<file path="src/rtl/lp_halt_pkg.sv">
// Shared types for the halt-mode sequencer.
// Assumes: the state codes are visible on a port and are fixed by the brief.
package lp_halt_pkg;
    typedef enum logic [2:0] {
        ST_RUN      = 3'd0,
        ST_HALT     = 3'd1,
        ST_ACT_HALT = 3'd2,
        ST_WAKE_DLY = 3'd3,
        ST_RELEASE  = 3'd4
    } pm_state_e;

    typedef enum logic [1:0] {
        WC_NONE = 2'd0,
        WC_RTC  = 2'd1,
        WC_EXT  = 2'd2,
        WC_RST  = 2'd3
    } wake_cause_e;
endpackage

</file>
<file path="src/rtl/lp_wake_qual.sv">
// Wake-source qualifier. Decides, for the current halt depth, whether a
// wake-up is requested and which cause wins (reset > timer > external).
// Assumes: in_halt and in_act are never both 1.
module lp_wake_qual
    import lp_halt_pkg::*;
#(
    parameter int unsigned N_EXT    = 4,
    parameter logic [N_EXT-1:0] ACT_MASK = '1
) (
    input  logic             in_halt,
    input  logic             in_act,
    input  logic             rst_req,
    input  logic             rtc_irq,
    input  logic [N_EXT-1:0] ext_irq,
    output logic             wake,
    output wake_cause_e      cause
);
    logic [N_EXT-1:0] act_ok;

    // One qualifying gate per external line for the active-halt depth.
    for (genvar i = 0; i < N_EXT; i++) begin : g_qual
        assign act_ok[i] = ext_irq[i] & ACT_MASK[i];
    end

    logic ext_deep;
    logic ext_act;
    assign ext_deep = |ext_irq;
    assign ext_act  = |act_ok;

    // Wake decision and cause priority for the current depth.
    always_comb begin
        wake = rst_req | (in_halt & ext_deep) | (in_act & (rtc_irq | ext_act));
        if (rst_req)
            cause = WC_RST;
        else if (in_act && rtc_irq)
            cause = WC_RTC;
        else
            cause = WC_EXT;
    end
endmodule

</file>
<file path="src/rtl/lp_start_timer.sv">
// Startup-delay counter. Counts cycles while run is high; done is high in
// the last of DELAY cycles. restart loads zero and overrides run.
// Assumes: DELAY >= 2.
module lp_start_timer #(
    parameter int unsigned DELAY = 4096
) (
    input  logic clk,
    input  logic rst_n,
    input  logic restart,
    input  logic run,
    output logic done
);
    localparam int unsigned CW = (DELAY > 2) ? $clog2(DELAY) : 1;
    localparam logic [CW-1:0] LAST = CW'(DELAY - 1);

    logic [CW-1:0] cnt_q;

    // Cycle counter with synchronous restart.
    always_ff @(posedge clk) begin
        if (!rst_n)
            cnt_q <= '0;
        else if (restart)
            cnt_q <= '0;
        else if (run)
            cnt_q <= cnt_q + CW'(1);
    end

    assign done = run && (cnt_q == LAST);
endmodule

</file>
<file path="src/rtl/lp_clk_map.sv">
// Clock-enable decoder: maps the sequencer state to CPU, peripheral and
// oscillator enables. Assumes: unknown codes are treated as run.
module lp_clk_map
    import lp_halt_pkg::*;
(
    input  pm_state_e st,
    output logic      cpu_en,
    output logic      per_en,
    output logic      osc_en
);
    // Per-state enable table.
    always_comb begin
        unique case (st)
            ST_HALT:     begin cpu_en = 1'b0; per_en = 1'b0; osc_en = 1'b0; end
            ST_ACT_HALT: begin cpu_en = 1'b0; per_en = 1'b0; osc_en = 1'b1; end
            ST_WAKE_DLY: begin cpu_en = 1'b0; per_en = 1'b0; osc_en = 1'b1; end
            default:     begin cpu_en = 1'b1; per_en = 1'b1; osc_en = 1'b1; end
        endcase
    end
endmodule

</file>
<file path="src/rtl/lp_halt_ctrl.sv">
// Halt-mode sequencer top. Steers a halt request into deep or active halt,
// gates clocks, clears/sets the interrupt mask, runs the startup wait and
// issues the release pulse. Assumes: halt_req and isr_done are single-cycle
// pulses from the CPU; rst_req is synchronous to clk.
module lp_halt_ctrl
    import lp_halt_pkg::*;
#(
    parameter int unsigned      N_EXT    = 4,
    parameter logic [N_EXT-1:0] ACT_MASK = 4'b0011,
    parameter int unsigned      DELAY    = 4096
) (
    input  logic             clk,
    input  logic             rst_n,
    input  logic             halt_req,
    input  logic             rtc_sel,
    input  logic             wdog_on,
    input  logic             rtc_irq,
    input  logic [N_EXT-1:0] ext_irq,
    input  logic             rst_req,
    input  logic             isr_done,
    output logic             cpu_clk_en,
    output logic             per_clk_en,
    output logic             osc_en,
    output logic             imask,
    output logic             imask_set,
    output logic             service_irq,
    output logic             fetch_rst_vec,
    output logic             wdog_rst,
    output logic [1:0]       wake_cause,
    output logic [2:0]       state_o
);
    pm_state_e   st_q, st_d;
    wake_cause_e cause_q, cause_d;
    wake_cause_e wq_cause;
    logic        wq_wake;
    logic        tmr_restart, tmr_done;
    logic        enter_halt, wd_fire;
    logic        imask_q, saved_q, wdog_q;

    lp_wake_qual #(.N_EXT(N_EXT), .ACT_MASK(ACT_MASK)) u_qual (
        .in_halt (st_q == ST_HALT),
        .in_act  (st_q == ST_ACT_HALT),
        .rst_req (rst_req),
        .rtc_irq (rtc_irq),
        .ext_irq (ext_irq),
        .wake    (wq_wake),
        .cause   (wq_cause)
    );

    lp_start_timer #(.DELAY(DELAY)) u_tmr (
        .clk     (clk),
        .rst_n   (rst_n),
        .restart (tmr_restart),
        .run     (st_q == ST_WAKE_DLY),
        .done    (tmr_done)
    );

    lp_clk_map u_clk (
        .st     (st_q),
        .cpu_en (cpu_clk_en),
        .per_en (per_clk_en),
        .osc_en (osc_en)
    );

    // Next-state, wake-cause and timer-restart decision.
    always_comb begin
        st_d        = st_q;
        cause_d     = cause_q;
        tmr_restart = 1'b0;
        enter_halt  = 1'b0;
        wd_fire     = 1'b0;
        unique case (st_q)
            ST_RUN: begin
                if (rst_req) begin
                    st_d = ST_WAKE_DLY; cause_d = WC_RST; tmr_restart = 1'b1;
                end else if (halt_req) begin
                    if (rtc_sel) begin
                        st_d = ST_ACT_HALT; enter_halt = 1'b1;
                    end else if (wdog_on) begin
                        st_d = ST_WAKE_DLY; cause_d = WC_RST;
                        tmr_restart = 1'b1; wd_fire = 1'b1;
                    end else begin
                        st_d = ST_HALT; enter_halt = 1'b1;
                    end
                end
            end
            ST_HALT, ST_ACT_HALT: begin
                if (wq_wake) begin
                    st_d = ST_WAKE_DLY; cause_d = wq_cause; tmr_restart = 1'b1;
                end
            end
            ST_WAKE_DLY: begin
                if (rst_req) begin
                    cause_d = WC_RST; tmr_restart = 1'b1;
                end else if (tmr_done) begin
                    st_d = ST_RELEASE;
                end
            end
            ST_RELEASE: begin
                if (rst_req) begin
                    st_d = ST_WAKE_DLY; cause_d = WC_RST; tmr_restart = 1'b1;
                end else begin
                    st_d = ST_RUN; cause_d = WC_NONE;
                end
            end
            default: begin
                st_d = ST_RUN; cause_d = WC_NONE;
            end
        endcase
    end

    // State, cause and watchdog-reset registers.
    always_ff @(posedge clk) begin
        if (!rst_n) begin
            st_q    <= ST_RUN;
            cause_q <= WC_NONE;
            wdog_q  <= 1'b0;
        end else begin
            st_q    <= st_d;
            cause_q <= cause_d;
            wdog_q  <= wd_fire;
        end
    end

    // Interrupt mask: clear on halt entry, set at release, restore on return.
    always_ff @(posedge clk) begin
        if (!rst_n) begin
            imask_q <= 1'b1;
            saved_q <= 1'b1;
        end else if (enter_halt) begin
            imask_q <= 1'b0;
        end else if (st_q == ST_RELEASE) begin
            if (cause_q != WC_RST)
                saved_q <= imask_q;
            imask_q <= 1'b1;
        end else if (st_q == ST_RUN && isr_done) begin
            imask_q <= saved_q;
        end
    end

    assign imask         = imask_q;
    assign service_irq   = (st_q == ST_RELEASE) && (cause_q != WC_RST);
    assign imask_set     = (st_q == ST_RELEASE) && (cause_q != WC_RST);
    assign fetch_rst_vec = (st_q == ST_RELEASE) && (cause_q == WC_RST);
    assign wdog_rst      = wdog_q;
    assign wake_cause    = cause_q;
    assign state_o       = st_q;


    deep_halt_gate_chk: assert property (@(posedge clk) disable iff (!rst_n)
        (st_q == ST_HALT) |-> !(cpu_clk_en || per_clk_en || osc_en));


    act_halt_gate_chk: assert property (@(posedge clk) disable iff (!rst_n)
        (st_q == ST_ACT_HALT) |-> (osc_en && !cpu_clk_en && !per_clk_en));


    mask_clear_chk: assert property (@(posedge clk) disable iff (!rst_n)
        (st_q == ST_RUN && halt_req && !rst_req && (rtc_sel || !wdog_on))
        |=> (!imask && (state_o == 3'd1 || state_o == 3'd2)));


    act_ignore_chk: assert property (@(posedge clk) disable iff (!rst_n)
        (st_q == ST_ACT_HALT && !rst_req && !rtc_irq && ((ext_irq & ACT_MASK) == '0))
        |=> (st_q == ST_ACT_HALT));


    release_exit_chk: assert property (@(posedge clk) disable iff (!rst_n)
        (st_q == ST_RELEASE && !rst_req) |=> (st_q == ST_RUN && wake_cause == 2'd0));


    release_onehot_chk: assert property (@(posedge clk) disable iff (!rst_n)
        (st_q == ST_RELEASE) |-> ($countones({service_irq, fetch_rst_vec}) == 1));


    wdog_cause_chk: assert property (@(posedge clk) disable iff (!rst_n)
        wdog_rst |-> (st_q == ST_WAKE_DLY || st_q == ST_RELEASE) && !$past(rtc_sel));


    rst_restart_chk: assert property (@(posedge clk) disable iff (!rst_n)
        (st_q == ST_WAKE_DLY && rst_req) |=> (st_q == ST_WAKE_DLY && cause_q == WC_RST));
endmodule

</file>
<file path="config.mk">
export PLATFORM = sky130hd
export DESIGN_NAME = lp_halt_ctrl
export DESIGN_NICKNAME = d
export VERILOG_FILES = /design/src/rtl/lp_halt_pkg.sv /design/src/rtl/lp_wake_qual.sv /design/src/rtl/lp_start_timer.sv /design/src/rtl/lp_clk_map.sv /design/src/rtl/lp_halt_ctrl.sv
export SDC_FILE = /design/constraint.sdc
export NUM_CORES = 1
export LEC_CHECK = 0
export ABC_AREA = 1
export CORE_ASPECT_RATIO = 0.8
export CORE_MARGIN = 3
export CORE_UTILIZATION = 29
export CTS_CLUSTER_SIZE = 40
export DETAILED_ROUTE_END_ITERATION = 10
export GPL_ROUTABILITY_DRIVEN = 0
export HOLD_SLACK_MARGIN = 0.1
export PLACE_DENSITY = 0.59
export SLEW_MARGIN = 10
export SYNTH_ARGS = -nofsm -noshare
export SYNTH_HDL_FRONTEND = slang
export SYNTH_SLANG_ARGS = --single-unit
</file>
<file path="constraint.sdc">
create_clock -name clk -period 2.45 [get_ports clk]
set_input_delay 0.6125 -clock clk [delete_from_list [all_inputs] [get_ports clk]]
set_output_delay 0.6125 -clock clk [all_outputs]
set_load 0.005 [all_outputs]
</file>
==> summary.txt, run 1 <==
Placed design
  – Dpl hpwl: 2060 um
  – Cells after DPL: 260
  – IO Port Bufs: 24
  – Placed cell areas: 0.00155 mm^2

Die
  – Die area: 0.00519 mm^2
  – IO Pins: 25
  – Die width: 79.8 um
  – CORE AREA: 0.00398 mm^2
  – Die H: 65.0 um
  – Initial Util: 31.8%
  – Rows: 20

Run
  – MaxCap Viol Count: 0

Layout
  – Syn-to-layout area delta: 29.2%
  – Share of cells above drive strength 1: 18.7%
  – Final nets: 223
  – Reg area: 400 um^2
  – Commonest non-fill, non-tap cells in the layout: nand2_1 (40), inv_1 (26), clkdlybuf4s50_1 (24), nor2_1 (21), dfxtp_1 (20)
  – Cell Count, Final, Fillers Out: 264
  – Cell area after layout: 0.00163 mm^2
  – Multi-input logic area: 714 um^2
  – ANT cells: 0
  – Fin util: 41.0%
  – Filler cell count: 423
  – Most common cell after layout, fill and taps aside: nand2_1

Synth
  – Warnings, synthesis: 0
  – Mapped Cells: 183
  – Mapped Nets: 196
  – Simple-gate share of the synthesized area: 43.5%
  – Avg Synthesized Cell Area: 6.91 um^2
  – Largest family of logic cells by synthesized area: simple AND/OR/NAND/NOR gates
  – Synth Area in Compound Gates: 5.25%
  – Dominant cell type by area after synthesis: dfxtp_1
  – Largest cells by area after synthesis: dfxtp_1 (32%), nand2_1 (12%), inv_1 (7.7%), nor2_2 (6.9%), nor2_1 (6.2%)
  – Mapped cell area: 0.00126 mm^2
  – Post-synthesis adder-cell area fraction: 0.990%
  – Mux share of post-synthesis cell area: 0%
  – XOR/XNOR Fraction of Synth Area: 6.24%
  – Synth cell types: 30
  – Yosys reg bits: 20
  – Yosys top cell area share: 31.7%
  – Register area share after synthesis: 31.7%

GRT
  – Global route overflow: 0
  – Antenna violations before repair: 0
  – Total Routing Usage GR: 11.9%
  – Number of global-route vias before repair: 1117
  – Largest net degree at the start of global routing: 13
  – First-pass GRT wire length: 4950 um

Timing
  – Pins Over Slew Limit: 0
  – Tcrit/Tclk final: 93.5%
  – Setup TNS: 0 ps
  – Min Tclk post-route: 2290 ps
  – Clk_skew: 6.75 ps
  – Slew margin rel.: 73.2%
  – RSZ-0062 raised after global routing: no
  – Slew @ Worst Pin: 401 ps
  – Fmax: 437 MHz
  – Fin. Hold Viols: 0
  – Final setup vio count: 0

Setup path
  – CP startpoint kind: flip-flop
  – Worst Path Class, Setup: reg2out
  – Worst Setup End Kind: primary output
  – CP startpoint: state_o[0]$_SDFFE_PN0P_
  – Critical path required time: 1840 ps
  – Worst Path Max Fanout: 4
  – Worst R2R Start: u_tmr.cnt_q[0]$_SDFFE_PP0N_
  – WP data arrival: 1680 ps

Clocking
  – Setup Buffers After CTS: 0
  – Insertion delay to the later sink of the worst-skew pair: 260 ps
  – CTS tree: yes
  – H-tree depth: 1
  – Clock sinks: 20
  – Clock-pin transition on the worst setup and hold timing paths: 80 ps
  – Root buf cell: clkbuf_8
  – Max Buffers Root-to-Sink: 2
  – Num CTS Buffers: 3

Routing
  – Vias: 1134
  – Vias per cell: 4.30
  – Iteration-0 DRC Markers: 65
  – Drt total wl: 2630 um
  – Antenna viol nets, final: 0
  – Drt drc: 0
  – Pre-Repair DR Iteration Count: 4
  – Average wire per standard cell: 9.94 um

Pwr
  – Static Leak: 0.679 nW
  – Pwr/cell area: 882 mW/mm^2
  – Largest vdd supply drop: 0.000377 V
  – Power Total: 1.44 mW

Min path
  – Hold path start: saved_q$_SDFFE_PN1P_
  – Worst Hold Class: reg2reg

Outcome
  – Outcome: completed
flip-flops by register name (all words and copies together) (netlist names):
| name | count |
|---|---|
| imask | 1 |
| saved_q | 1 |
| state_o | 3 |
| u_tmr.cnt_q | 12 |
| wake_cause | 2 |
| wdog_rst | 1 |
metrics by stage:
stage               setup slack [ps]  hold WS, ps
finish                           160          504
floorplan                        717          468
global placement                 387          499
global route                    26.7          550
CTS                              123          507
detailed placement               330          497
layout make-up:
class | count | area share, %
inverters | 30 | 7.05
clock inverters | 1 | 1.84
multi-input cells | 128 | 43.8
clock buffers | 3 | 2.53
repair buffers | 27 | 16.1
flip-flops and latches | 20 | 24.5
well taps | 55 | 4.21
path summary, 6_finish.rpt:
check,to,slack [ps],depth (start not counted)
worst max-delay path,imask_set,160,6
worst min-delay path,saved_q$_SDFFE_PN1P_,500,2
worst max register to register,state_o[2]$_SDFFE_PN0P_,960,9
worst min register to register,saved_q$_SDFFE_PN1P_,500,2
critical path, cell delays in order, from the launching register on:
cell	delay (ps)
dfxtp_1	320
nor2_2	140
inv_2	50
nor2_2	120
inv_1	100
a21oi_4	150
clkdlybuf4s50_1	520
cell families after synthesis:
kind of cell    after synthesis
compound gates               11
fa+ha+maj                     1
simple gates                107
buf+inv                      35
flops                        20
xor+xnor                      9
cells in the mapped netlist (all sizes together):
library cell	instances
a21oi	6
dfxtp	20
ha	1
nand2	45
nor4	1
xor2	6
o22ai	1
buf	4
inv	30
xnor2	3
nor3	5
nor2	37
nand3	15
nand4	4
o211ai	1
clkbuf	1
o21ai	3
where the power goes:
group | switching [mW] | internal [mW] | leakage, nW | total (mW)
clock network | 0.111 | 0.218 | 0.0357 | 0.329
logic | 0.407 | 0.303 | 0.481 | 0.710
registers | 0.0333 | 0.367 | 0.163 | 0.400
repair_timing:
item / 4_1_cts / 5_1_grt
hold buffers: 0 / 0
endpoints found under the setup margin: 0 / 2
resized for setup: 0 / 1
layer usage:
layer	share of wire, %	routed length, um	track usage (%)	vias up
met5	0	0	0	-
li1	-	-	-	613
met2	43	1130	18.4	25
met3	6.7	177	3.06	2
met4	0.65	17	2.53	0
met1	50	1300	16.5	494
(Power assumes the default switching activity.)
==> run 2: changes to the inputs <==
--- a/config.mk
+++ b/config.mk
@@ -12,9 +12,11 @@
 export CTS_CLUSTER_SIZE = 40
 export DETAILED_ROUTE_END_ITERATION = 10
 export GPL_ROUTABILITY_DRIVEN = 0
+export GPL_TIMING_DRIVEN = 0
 export HOLD_SLACK_MARGIN = 0.1
 export PLACE_DENSITY = 0.59
 export SLEW_MARGIN = 10
 export SYNTH_ARGS = -nofsm -noshare
 export SYNTH_HDL_FRONTEND = slang
+export SYNTH_HIERARCHICAL = 1
 export SYNTH_SLANG_ARGS = --single-unit
==> run 2 against run 1 <==
Effect of this change:
- critical path depth shrank 1
- clock power grew 1%
- clock skew shrank 3.6 ps
- sequential power grew 6.2%
- final cell count grew 8.0%
- register-to-register slack lost 420 ps
- first-iteration DRC count grew 60%
- highest routed layer unchanged
- die area grew 0.81%
- critical path type unchanged
- maximum frequency shrank 2.3%
- count of clock-buffer cells in the layout is the same
- critical endpoint is now service_irq
- core utilization grew 0.56 points
==> summary.txt, run 2 <==
Outcome
  – Outcome: completed

Timing
  – Clk_skew: 3.14 ps (-3.61 ps)
  – Tcrit/Tclk final: 95.7% (+2.2 points)
  – Fmax: 426 MHz (-2.3%)
  – Final setup vio count: 0 (unchanged)
  – Min Tclk post-route: 2340 ps (+55.0 ps)
  – Slew margin rel.: 71.9% (-1.3 points)
  – Setup TNS: 0 ps (unchanged)
  – Slew @ Worst Pin: 415 ps (+14.3 ps)
  – Fin. Hold Viols: 0 (unchanged)
  – RSZ-0062 raised after global routing: no
  – Pins Over Slew Limit: 0 (unchanged)
  – Setup ws final: 105 ps (-55.0 ps)

Clocking
  – H-tree depth: 1 (unchanged)
  – Clock-pin transition on the worst setup and hold timing paths: 80 ps (about the same)
  – Setup Buffers After CTS: 0 (unchanged)
  – Root buf cell: clkbuf_8
  – Max Buffers Root-to-Sink: 2 (unchanged)
  – CTS tree: yes
  – Clock sinks: 20 (unchanged)
  – Insertion delay to the later sink of the worst-skew pair: 260 ps (about the same)
  – Num CTS Buffers: 3 (unchanged)

Die
  – Die H: 65.3 um (+0.40%)
  – Die area: 0.00523 mm^2 (+0.81%)
  – IO Pins: 25 (unchanged)
  – Rows: 20 (unchanged)
  – Initial Util: 31.8% (+0.083 points)
  – CORE AREA: 0.00400 mm^2 (+0.63%)
  – Die width: 80.1 um (+0.41%)

Layout
  – Most common cell after layout, fill and taps aside: nand2_1
  – ANT cells: 0 (unchanged)
  – Syn-to-layout area delta: 30.6%
  – Final nets: 244 (+9.4%)
  – Number of flip-flops in the largest register: 12 (unchanged)
  – Share of cells above drive strength 1: 13.9% (-4.7 points)
  – Filler cell count: 448 (+5.9%)
  – Fin util: 41.6% (+0.56 points)
  – Commonest non-fill, non-tap cells in the layout: nand2_1 (52), nor2_1 (32), inv_1 (31), clkdlybuf4s50_1 (24), dfxtp_1 (17)
  – Top reg by flops: u_tmr/cnt_q

Synth
  – Warnings, synthesis: 6 (+6)
  – Synth Area in Compound Gates: 9.72% (+4.5 points)
  – Mapped cell area: 0.00127 mm^2 (+0.89%)
  – Top cells by count, synth: nand2_1 (53), nor2_1 (32), inv_1 (31)
  – Synth Flop Type: dfxtp_1
  – Mapped Cells: 202 (+10%)
  – Synth cell types: 26 (-13%)
  – Post-synthesis adder-cell area fraction: 0.981% (-0.0087 points)
  – Count leader, synth: nand2_1
  – Avg Synthesized Cell Area: 6.31 um^2 (-8.6%)
  – Yosys top cell area share: 31.4% (-0.28 points)
  – Simple-gate share of the synthesized area: 46.0% (+2.6 points)
  – XOR/XNOR Fraction of Synth Area: 0.687% (-5.6 points)
  – Number of flops mapped to enable cells by yosys: 0 (unchanged)
  – Largest cells by area after synthesis: dfxtp_1 (31%), nand2_1 (16%), nor2_1 (9.4%), inv_1 (9.1%), nand3_1 (6.3%)
  – Register area share after synthesis: 31.4% (-0.28 points)
  – Mapped Nets: 215 (+9.7%)
  – Mux share of post-synthesis cell area: 0% (unchanged)
  – Post-synthesis async set-or-reset flop share: 0% (unchanged)
  – Largest family of logic cells by synthesized area: simple AND/OR/NAND/NOR gates
  – Yosys reg bits: 20 (unchanged)
  – Dominant cell type by area after synthesis: dfxtp_1

GRT
  – Total Routing Usage GR: 12.3% (+0.41 points)
  – Antenna violations before repair: 0 (unchanged)
  – Number of global-route vias before repair: 1134 (+1.5%)
  – Largest net degree at the start of global routing: 13 (unchanged)
  – First-pass GRT wire length: 5160 um (+4.2%)
  – Global route overflow: 0 (unchanged)

Setup path
  – Worst Path Max Fanout: 8 (+4)
  – WP data arrival: 1730 ps (+50 ps)
  – R2r worst-path depth: 10 (+1)
  – Critical path required time: 1840 ps (about the same)
  – Worst Setup End Kind: primary output
  – Worst Path Class, Setup: reg2out
  – CP startpoint: state_o[0]$_SDFFE_PN0P_
  – CP startpoint kind: flip-flop
  – Worst R2R Start: state_o[2]$_SDFFE_PN0P_

Min path
  – Hold path depth: 2 (unchanged)
  – Worst Hold Class: reg2reg
  – Hold path start: u_tmr/cnt_q[5]$_SDFFE_PP0P_

Routing
  – Drt drc: 0 (unchanged)
  – Pre-Repair DR Iteration Count: 4 (unchanged)
  – Iteration-0 DRC Markers: 104 (+60%)
  – Drt total wl: 2910 um (+11%)
  – Antenna viol nets, final: 0 (unchanged)
  – Vias: 1274 (+12%)
  – Average wire per standard cell: 10.2 um (+2.6%)
  – Vias per cell: 4.47 (+4.1%)

Placed design
  – Dpl hpwl: 2250 um (+9.3%)
  – IO Port Bufs: 24 (unchanged)
  – DP Worst Slack: -66.9 ps (-397 ps)

Pwr
  – Power Total: 1.45 mW (+0.69%)
  – Static Leak: 0.775 nW (+14%)
  – Largest vdd supply drop: 0.000333 V (-12%)
  – Pwr/cell area: 870 mW/mm^2 (-1.3%)

Run
  – MaxCap Viol Count: 0 (unchanged)
-- run 2: changes by cell type after synthesis, moves of 2 or more --
| cell | change |
|---|---|
| nand3_1 | +4 |
| nor2_2 | -12 |
| buf_6 | -2 |
| nor2_1 | +11 |
| nand2_1 | +13 |
| o21ai_1 | +2 |
| nand3b_1 | +2 |
| a21oi_1 | +4 |
| o21ai_0 | +2 |
| xor2_1 | -6 |
| inv_1 | +5 |
| nor2_4 | +2 |
| xnor2_1 | -2 |
-- run 2: through the flow --
step	std cells	area, um^2	hold WS (ps)
final	285	1670	477
after global routing	285	1670	523
after CTS	285	1660	484
after detailed placement	281	1580	465
after global placement	281	1580	465
after floorplan	202	1270	437
-- run 2: report_power, final --
| group | switching (mW) | internal, mW | leakage [nW] |
|---|---|---|---|
| registers | 0.0564 | 0.369 | 0.164 |
| logic | 0.384 | 0.308 | 0.576 |
| clock network | 0.114 | 0.218 | 0.0357 |
-- run 2: logic make-up (layout without fill, tap and decap cells) --
kind of cell	Yosys count	in the layout
xor gates and xnor gates	1	1
and+or+nand+nor	123	123
adders and majority gates	1	1
buffers and inverters	36	64
DFF	20	20
AOI/OAI and AO/OA	21	21
-- run 2: final cells by class --
class / instances / area [um^2] / area share, %
timing repair buffer: 24 / 240 / 14.4
clock buffer: 3 / 41.3 / 2.48
clock inverter: 1 / 30.0 / 1.80
inverter: 34 / 128 / 7.66
multi-input combinational: 146 / 738 / 44.3
tap: 55 / 68.8 / 4.13
sequential: 20 / 404 / 24.3
buffer: 2 / 15.0 / 0.902
-- run 2: worst max-delay path, stage by stage, from the launching register on --
cell             delay [ps]
dfxtp_2                 370
nor2_1                  190
nand2_2                 110
a21oi_2                 190
buf_4                   130
clkdlybuf4s50_1         480
-- run 2: worst paths after layout --
check	to	slack (ps)
max	service_irq	110
min	u_tmr/cnt_q[5]$_SDFFE_PP0P_	480
max reg2reg	u_tmr/cnt_q[2]$_SDFFE_PP0P_	540
min reg2reg	u_tmr/cnt_q[5]$_SDFFE_PP0P_	480
-- run 2: timing repair --
item | 4_1_cts | 5_1_grt
gates cloned | 0 | 0
endpoints found under the hold margin | 0 | 0
hold buffers | 0 | 0
resized for setup | 1 | 5
setup endpoints to repair | 1 | 2
-- run 2: per-layer routing --
| layer | GRT usage (%) | wire length, um | up-vias |
|---|---|---|---|
| li1 | - | - | 683 |
| met1 | 19.2 | 1640 | 565 |
| met2 | 16.9 | 1140 | 24 |
| met3 | 2.88 | 114 | 2 |
| met4 | 1.90 | 10 | 0 |
| met5 | 0 | 0 | - |
==> run 3: changes to the inputs <==
==> constraint.sdc (replaced) <==
create_clock -name clk -period 2.4 [get_ports clk]
set_input_delay 0.6 -clock clk [delete_from_list [all_inputs] [get_ports clk]]
set_output_delay 0.6 -clock clk [all_outputs]
set_load 0.005 [all_outputs]
==> run 3 against run 2 <==
Effect of this change:
- power grew 2.3%
- worst setup slack gained 7.2 ps
- global-route usage is the same
- sequential power grew 3%
- sequential cell count is the same
- final area grew 0.15%
- register-to-register slack lost 40 ps
- critical path depth is the same
- largest cell class unchanged
- core utilization grew 0.063 points
- non-clock buffer count is the same
- hold slack is essentially flat
- clock skew shrank 0.56 ps
==> summary.txt, run 3 (synthesized netlist as in run 2, its figures left out) <==
Clocking
  – Setup Buffers After CTS: 0 (unchanged)
  – Max Buffers Root-to-Sink: 2 (unchanged)
  – Cts hold-fix bufs: 0 (unchanged)
  – H-tree depth: 1 (unchanged)
  – Clock sinks: 20 (unchanged)
  – Clock-pin transition on the worst setup and hold timing paths: 80 ps (about the same)
  – CTS tree: yes
  – Num CTS Buffers: 3 (unchanged)
  – Insertion delay to the later sink of the worst-skew pair: 260 ps (about the same)
  – Root buf cell: clkbuf_8

Routing
  – Vias: 1271 (-0.24%)
  – Vias per cell: 4.46 (-0.24%)
  – Pre-Repair DR Iteration Count: 4 (unchanged)
  – Drt drc: 0 (unchanged)
  – Average wire per standard cell: 10.2 um (about the same)
  – Drt total wl: 2910 um (about the same)
  – Iteration-0 DRC Markers: 104 (unchanged)
  – Antenna viol nets, final: 0 (unchanged)

Die
  – Die area: 0.00523 mm^2 (unchanged)
  – Rows: 20 (unchanged)
  – Initial Util: 31.8% (unchanged)
  – IO Pins: 25 (unchanged)
  – Die H: 65.3 um (unchanged)
  – Die width: 80.1 um (unchanged)
  – CORE AREA: 0.00400 mm^2 (unchanged)

Timing
  – Final setup vio count: 0 (unchanged)
  – Clk_skew: 2.58 ps (-0.561 ps)
  – Fin. Hold Viols: 0 (unchanged)
  – Fmax: 437 MHz
  – Slew margin rel.: 72.0% (+0.11 points)
  – RSZ-0062 raised after global routing: no
  – Min Tclk post-route: 2290 ps
  – Slew @ Worst Pin: 414 ps (-1.69 ps)
  – Pins Over Slew Limit: 0 (unchanged)
  – Final hold slack: 477 ps (-0.00300 ps)
  – Tcrit/Tclk final: 95.3%

Setup path
  – CP startpoint kind: flip-flop
  – Reg2Reg Capture Point: u_tmr/cnt_q[2]$_SDFFE_PP0P_
  – Critical path required time: 1800 ps (-40 ps)
  – Worst Path Class, Setup: reg2out
  – CP Capture Point: service_irq
  – Worst Path Max Fanout: 8 (unchanged)
  – CP startpoint: state_o[0]$_SDFFE_PN0P_
  – R2r worst-path depth: 10 (unchanged)
  – Worst R2R Start: state_o[2]$_SDFFE_PN0P_
  – R2r setup slk: 500 ps (-40 ps)
  – Worst Setup End Kind: primary output
  – WP data arrival: 1690 ps (-40 ps)

GRT
  – Antenna violations before repair: 0 (unchanged)
  – Total Routing Usage GR: 12.3% (unchanged)
  – Largest net degree at the start of global routing: 13 (unchanged)
  – Number of global-route vias before repair: 1134 (unchanged)
  – Global route overflow: 0 (unchanged)
  – First-pass GRT wire length: 5160 um (unchanged)

Layout
  – ANT cells: 0 (unchanged)
  – Final nets: 244 (unchanged)
  – Commonest non-fill, non-tap cells in the layout: nand2_1 (52), inv_1 (31), nor2_1 (31), clkdlybuf4s50_1 (24), dfxtp_1 (17)
  – Share of cells above drive strength 1: 14.3% (+0.43 points)
  – Top reg by flops: u_tmr/cnt_q
  – Number of flip-flops in the largest register: 12 (unchanged)
  – Syn-to-layout area delta: 30.8%
  – Cell Count, Final, Fillers Out: 285 (unchanged)
  – Most common cell after layout, fill and taps aside: nand2_1

Placed design
  – Cells after DPL: 281 (unchanged)
  – IO Port Bufs: 24 (unchanged)
  – Dpl hpwl: 2250 um (unchanged)

Min path
  – Worst Hold Class: reg2reg

Pwr
  – Largest vdd supply drop: 0.000340 V (+2.0%)
  – Static Leak: 0.776 nW (about the same)
  – Pwr/cell area: 889 mW/mm^2 (+2.2%)

Run
  – MaxCap Viol Count: 0 (unchanged)

Outcome
  – Outcome: completed
-- run 3: cell counts in the layout (fill, tap and decap cells not counted) --
No cell type changed its count.
-- run 3: metrics by stage --
step / TNS [ps] / worst slack [ps] / utilization [%] / area, um^2 / power [mW]
3_3_place_gp: -535 / -113 / 39.6 / 1580 / 1.13
5_1_grt: 0 / 28.0 / 41.7 / 1670 / 1.62
4_1_cts: 0 / 3.00 / 41.4 / 1660 / 1.48
6_report: 0 / 112 / 41.7 / 1670 / 1.48
2_1_floorplan: 0 / 667 / - / 1270 / 0.886
3_5_place_dp: -419 / -104 / 39.6 / 1580 / 1.13
-- run 3: critical path: stages (launching register included) --
cell             delay (ps)
dfxtp_2                 370
nor2_2                  150
nand2_2                 100
a21oi_2                 180
buf_4                   130
clkdlybuf4s50_1         480
-- run 3: how the worst min path moves through the flow --
stage / start / to / cells after the start
finish: u_tmr/cnt_q[5]$_SDFFE_PP0P_ / u_tmr/cnt_q[5]$_SDFFE_PP0P_ / 2
global route: u_tmr/cnt_q[8]$_SDFFE_PP0P_ / u_tmr/cnt_q[8]$_SDFFE_PP0P_ / 2
CTS: u_tmr/cnt_q[5]$_SDFFE_PP0P_ / u_tmr/cnt_q[5]$_SDFFE_PP0P_ / 2
detailed placement: u_tmr/cnt_q[5]$_SDFFE_PP0P_ / u_tmr/cnt_q[5]$_SDFFE_PP0P_ / 2
global placement: u_tmr/cnt_q[5]$_SDFFE_PP0P_ / u_tmr/cnt_q[5]$_SDFFE_PP0P_ / 2
floorplan: u_tmr/cnt_q[8]$_SDFFE_PP0P_ / u_tmr/cnt_q[8]$_SDFFE_PP0P_ / 2
-- run 3: repair_timing --
action | in CTS | in global routing
setup endpoints to repair | 2 | 6
endpoints found under the hold margin | 0 | 0
gates resized for setup | 1 | 6
-- run 3: layout make-up --
type,instances,area (um^2)
buffer,2,15.0
fill,446,2340
timing repair buffer,24,240
multi-input combinational,146,741
clock inverter,1,30.0
tap,55,68.8
clock buffer,3,41.3
sequential,20,404
inverter,34,128
-- run 3: metal layers --
| metal | track usage (%) | routed length (um) | share of wire (%) | vias to the layer above |
|---|---|---|---|---|
| li1 | - | - | - | 683 |
| met1 | 19.2 | 1610 | 55 | 558 |
| met2 | 16.9 | 1150 | 40 | 28 |
| met3 | 2.88 | 133 | 4.6 | 2 |
| met5 | 0 | 0 | 0 | - |
| met4 | 1.90 | 10 | 0.34 | 0 |
-- run 3: power breakdown --
group          internal (mW)  total (mW)  switching [mW]
registers              0.377       0.436          0.0599
logic                  0.316       0.706           0.391
clock network          0.223       0.340           0.117
total                  0.915        1.48           0.568
